===== config.mk =====
export PLATFORM = sky130hd
export DESIGN_NAME = uart_irq_encoder
export DESIGN_NICKNAME = d
export VERILOG_FILES = /design/src/rtl/uart_irq_pkg.sv /design/src/rtl/uart_irq_flag.sv /design/src/rtl/uart_irq_ier.sv /design/src/rtl/uart_irq_prio.sv /design/src/rtl/uart_irq_encoder.sv
export SDC_FILE = /design/constraint.sdc
export NUM_CORES = 1
export LEC_CHECK = 0
export CORE_AREA = 10 10 47 49
export CTS_CLUSTER_SIZE = 40
export DETAILED_ROUTE_END_ITERATION = 16
export DIE_AREA = 0 0 57 59
export DONT_BUFFER_PORTS = 1
export PLACE_DENSITY_LB_ADDON = 0.1
export SLEW_MARGIN = 15
export SYNTH_ARGS = -nofsm -noshare
export SYNTH_HDL_FRONTEND = slang
export SYNTH_SLANG_ARGS = --single-unit

===== constraint.sdc =====
create_clock -name clk -period 2.51 [get_ports clk]
set_input_delay 0 -clock clk [delete_from_list [all_inputs] [get_ports clk]]
set_output_delay 0 -clock clk [all_outputs]
set_load 0.005 [all_outputs]

===== src/rtl/uart_irq_pkg.sv =====
package uart_irq_pkg;
  localparam int NUM_SRC = 5;
  localparam int IER_W   = 4;
  localparam int BUS_W   = 8;

  // one-hot source positions
  localparam int SRC_LSR = 0;
  localparam int SRC_RX  = 1;
  localparam int SRC_THR = 2;
  localparam int SRC_MSR = 3;
  localparam int SRC_TMO = 4;

  // enable bit positions
  localparam int EN_RX  = 0;
  localparam int EN_THR = 1;
  localparam int EN_LSR = 2;
  localparam int EN_MSR = 3;

  localparam logic [3:0] CODE_LSR  = 4'h6;
  localparam logic [3:0] CODE_TMO  = 4'hC;
  localparam logic [3:0] CODE_RX   = 4'h4;
  localparam logic [3:0] CODE_THR  = 4'h2;
  localparam logic [3:0] CODE_MSR  = 4'h0;
  localparam logic [3:0] CODE_NONE = 4'h1;
endpackage


===== src/rtl/uart_irq_flag.sv =====
module uart_irq_flag (
  input  logic clk,
  input  logic rst_n,
  input  logic set_i,
  input  logic clr_i,
  output logic pend_o
);
  always_ff @(posedge clk) begin
    if (!rst_n)     pend_o <= 1'b0;
    else if (set_i) pend_o <= 1'b1;
    else if (clr_i) pend_o <= 1'b0;
  end


  set_wins_chk: assert property (@(posedge clk) disable iff (!rst_n)
    set_i |=> pend_o);

  clear_takes_chk: assert property (@(posedge clk) disable iff (!rst_n)
    (clr_i && !set_i) |=> !pend_o);
endmodule


===== src/rtl/uart_irq_ier.sv =====
module uart_irq_ier
  import uart_irq_pkg::*;
(
  input  logic             clk,
  input  logic             rst_n,
  input  logic             wr_i,
  input  logic [BUS_W-1:0] wdata_i,
  input  logic             thr_empty_i,
  output logic [IER_W-1:0] ier_o,
  output logic             arm_thr_o
);
  always_ff @(posedge clk) begin
    if (!rst_n)    ier_o <= '0;
    else if (wr_i) ier_o <= wdata_i[IER_W-1:0];
  end

  assign arm_thr_o = wr_i && wdata_i[EN_THR] && thr_empty_i;


  ier_low_bits_chk: assert property (@(posedge clk) disable iff (!rst_n)
    wr_i |=> (ier_o == $past(wdata_i[IER_W-1:0])));

  ier_hold_chk: assert property (@(posedge clk) disable iff (!rst_n)
    !wr_i |=> $stable(ier_o));
endmodule


===== src/rtl/uart_irq_prio.sv =====
module uart_irq_prio
  import uart_irq_pkg::*;
(
  input  logic [NUM_SRC-1:0] pend_i,
  input  logic [IER_W-1:0]   ier_i,
  input  logic               fifo_en_i,
  input  logic               out2_i,
  output logic [BUS_W-1:0]   iir_o,
  output logic               irq_o,
  output logic               shows_thr_o
);
  logic [3:0] code;
  logic       any;

  always_comb begin
    any  = 1'b1;
    code = CODE_NONE;
    if (ier_i[EN_LSR] && pend_i[SRC_LSR])      code = CODE_LSR;
    else if (ier_i[EN_RX] && pend_i[SRC_TMO])  code = CODE_TMO;
    else if (ier_i[EN_RX] && pend_i[SRC_RX])   code = CODE_RX;
    else if (ier_i[EN_THR] && pend_i[SRC_THR]) code = CODE_THR;
    else if (ier_i[EN_MSR] && pend_i[SRC_MSR]) code = CODE_MSR;
    else                                       any  = 1'b0;
  end

  assign iir_o       = {{2{fifo_en_i}}, 2'b00, code};
  assign irq_o       = any && out2_i;
  assign shows_thr_o = any && (code == CODE_THR);
endmodule


===== src/rtl/uart_irq_encoder.sv =====
module uart_irq_encoder
  import uart_irq_pkg::*;
(
  input  logic               clk,
  input  logic               rst_n,
  input  logic               ier_wr,
  input  logic [BUS_W-1:0]   ier_wdata,
  output logic [IER_W-1:0]   ier_q,
  input  logic [NUM_SRC-1:0] src_set,
  input  logic [NUM_SRC-1:0] src_clr,
  input  logic               thr_empty,
  input  logic               iir_rd,
  input  logic               out2,
  input  logic               fifo_en,
  output logic [BUS_W-1:0]   iir,
  output logic               irq
);
  logic               arm_thr;
  logic               shows_thr;
  logic [NUM_SRC-1:0] set_v;
  logic [NUM_SRC-1:0] clr_v;
  logic [NUM_SRC-1:0] pend;

  uart_irq_ier u_ier (
    .clk        (clk),
    .rst_n      (rst_n),
    .wr_i       (ier_wr),
    .wdata_i    (ier_wdata),
    .thr_empty_i(thr_empty),
    .ier_o      (ier_q),
    .arm_thr_o  (arm_thr)
  );

  always_comb begin
    set_v = src_set;
    clr_v = src_clr;
    set_v[SRC_THR] = src_set[SRC_THR] | arm_thr;
    clr_v[SRC_THR] = src_clr[SRC_THR] | (iir_rd & shows_thr);
  end

  for (genvar g = 0; g < NUM_SRC; g++) begin : g_flag
    uart_irq_flag u_flag (
      .clk   (clk),
      .rst_n (rst_n),
      .set_i (set_v[g]),
      .clr_i (clr_v[g]),
      .pend_o(pend[g])
    );
  end

  uart_irq_prio u_prio (
    .pend_i     (pend),
    .ier_i      (ier_q),
    .fifo_en_i  (fifo_en),
    .out2_i     (out2),
    .iir_o      (iir),
    .irq_o      (irq),
    .shows_thr_o(shows_thr)
  );


  thr_arm_chk: assert property (@(posedge clk) disable iff (!rst_n)
    (ier_wr && ier_wdata[EN_THR] && thr_empty) |=> pend[SRC_THR]);

  thr_read_clear_chk: assert property (@(posedge clk) disable iff (!rst_n)
    (iir_rd && iir[3:0] == CODE_THR && !src_set[SRC_THR] && !arm_thr)
      |=> !pend[SRC_THR]);

  irq_code_chk: assert property (@(posedge clk) disable iff (!rst_n)
    irq |-> !iir[0]);

  irq_gate_chk: assert property (@(posedge clk) disable iff (!rst_n)
    !out2 |-> !irq);
endmodule


==> flow_metrics.tcl <==
set metrics [dict create \
    outcome "complete, no violations" \
    ys_types 17 \
    grt_overflow_total 0 \
    grt_max_degree 10 \
    setup_viol 0 \
    firstDrtPassIters 3 \
    post-route-min-period_ps 1280 \
    powerDensity_mw_per_mm2 521 \
    p_clk_frac 0.333 \
    wirelength_um 1240 \
    synthFlopType "dfxtp_1" \
    critPathKind "register to register" \
    fin_setup_tns_ps 0 \
    postRouteAntennaNets 0 \
    endpoint_kind "register" \
    numPortBuffers 0 \
    grt_pass1_wl_um 1970 \
    synth.most_common_cell "dfxtp_1" \
    fin_skew_ps 1.29 \
    ioPinCount 38 \
    antennaDiodeCount 0 \
    synthCells 45 \
    rsz0062_at_grt "false" \
    finalNonFillerCells 77 \
    synth_seq_area_share 0.419 \
    dpl.hpwl_um 956 \
    synth_seq_cells 9 \
    synth_common_cells "dfxtp_1 (9), nor2b_1 (8), o21a_1 (5), buf_4 (4), mux2i_1 (4)" \
    netlist_area_um2 430 \
    design_area_um2 606 \
    path_clk_slew_ps 60 \
    nets 87 \
    seqPwrFrac 0.508 \
    dieHeight_um 59 \
    fin_total_pwr_uw 316 \
    synth_area_per_cell_um2 9.56 \
    ff2ff_path_depth 3 \
    hp-class "primary input to output pin" \
    synth_area_leader_cell "dfxtp_1" \
    antenna_found_initial 0 \
    syn_to_final_growth_pct 40.7 \
    numCtsBuffers 3 \
    synth.area.top_cells "dfxtp_1 (42%), nor2b_1 (12%), mux2i_1 (9.3%), o21a_1 (8.7%), buf_4 (7.0%)" \
    drt_first_iter_violations 4 \
    critPathMaxStageDelay_ps 550 \
    synth_edf_count 0 \
    htreeDepth 1 \
    cts_tree "yes" \
    die_area_mm2 0.00336 \
    cts.sinks 9 \
    grtUsageTotal 0.0736 \
    period_share 0.509 \
    cp_max_fo 3 \
    switching_power_uw 68.2 \
    coreArea_mm2 0.00140 \
    layout-drive-gt1-share 0.0656 \
    report.final.hold_viol_count 0 \
    cp.required_ps 2650 \
    row_count 14 \
    grt_pass1_vias 421 \
    slew_viol_final 0 \
    combPwrFrac 0.159 \
    gp_congestion 0.693 \
    cts_root_buffer "clkbuf_4" \
    leakage_nw 0.257 \
    wire_per_inst_um 16.1 \
    synthArstFlopShare 0 \
    dr_total_vias 372 \
    fillers 152 \
    post-place-cells 56 \
    fmax_ghz 0.783 \
    clock_tree.buffer_depth 2 \
    die_width_um 57 \
    place_area_um2 409 \
    clk_latency_ps 250 \
    arrival_ps 1420 \
    route.detailed.drc 0 \
    worst_setup_path_start_kind "register" \
    via_per_inst 4.83 \
    start_util 0.307 \
    cts_resized 0 \
    hold_depth 0 \
    path_cells "nor2b_1 > o21a_1 > dlygate4sd3_1" \
    yosys_warnings 0 \
    swShare 0.216 \
    cap_violations 0 \
    crit_slowest_cell "dlygate4sd3_1" \
    p_int_uw 247 \
    vdd_drop_max_uv 344 \
    synth.top_cell.area_share 0.419 \
]
cell families after synthesis:
group / share of synthesized area
multiplexers: 0.0930
flip-flops: 0.419
AND/OR/NAND/NOR: 0.206
other: 0.00871
buffers and inverters: 0.105
AO/OA/AOI/OAI: 0.169
layout make-up:
type / count / area, um^2 / area share
repair buffers: 17 / 170 / 0.281
flip-flops and latches: 9 / 180 / 0.298
clock buffers: 4 / 26.3 / 0.0434
multi-input cells: 31 / 209 / 0.345
well taps: 16 / 20.0 / 0.0331
flip-flops by register name, indices dropped and copies added (netlist names):
name and flops:
g_flag.u_flag.pend_o 5, u_ier.ier_o 4
repair_timing:
action | CTS | global route
buffers inserted | 0 | 0
hold buffers | 17 | 0
endpoints found under the hold margin | 9 | 0
setup endpoints to repair | 0 | 0
routing by layer:
metal	vias up	share of wire	track usage
met2	29	0.45	0.112
li1	181	-	-
met1	162	0.37	0.0717
met3	0	0.19	0.0815
met4	0	0	0
met5	-	0	0
metrics by stage:
step                 util  hold WS (ps)  worst slack [ps]
finish              0.432         0.287              1230
global route        0.432         0.254              1180
CTS                 0.432         0.362              1240
detailed placement  0.292         0.362              1490
global placement    0.292         0.362              1510
floorplan               -          80.8              1590
worst paths after layout:
path | slack [ps] | from | end
worst max-delay path | 1230 | g_flag[4].u_flag.pend_o | g_flag[4].u_flag.pend_o
worst min-delay path | 0.3 | fifo_en | iir[6]
worst max register to register | 1230 | g_flag[4].u_flag.pend_o | g_flag[4].u_flag.pend_o
worst min register to register | 690 | u_ier.ier_o[1] | g_flag[2].u_flag.pend_o
power by group through the flow:
stage	sequential (mW)	combinational [mW]	clock [mW]
after CTS	0.160	0.0504	0.109
after global placement	0.163	0.0237	0
after global routing	0.162	0.0563	0.116
after floorplan	0.161	0.0303	0
after detailed placement	0.163	0.0245	0
final	0.160	0.0503	0.105
critical path, delay by kind of cell, from the launching register on:
family	cells	cell delay, ps
and+or+nand+nor	1	130
buffers and inverters	1	550
DFF	1	320
AOI/OAI and AO/OA	1	160
cell usage in the layout (no fill, tap or decap), types with 2 or more instances in the layout:
cell type	instances
o21a_1	5
dfxtp_1	9
mux2i_1	4
nand2_1	3
clkbuf_4	3
and3_1	2
dlygate4sd3_1	17
conb_1	2
nor2b_1	8
No activity file was read; power rests on OpenSTA's default activity.
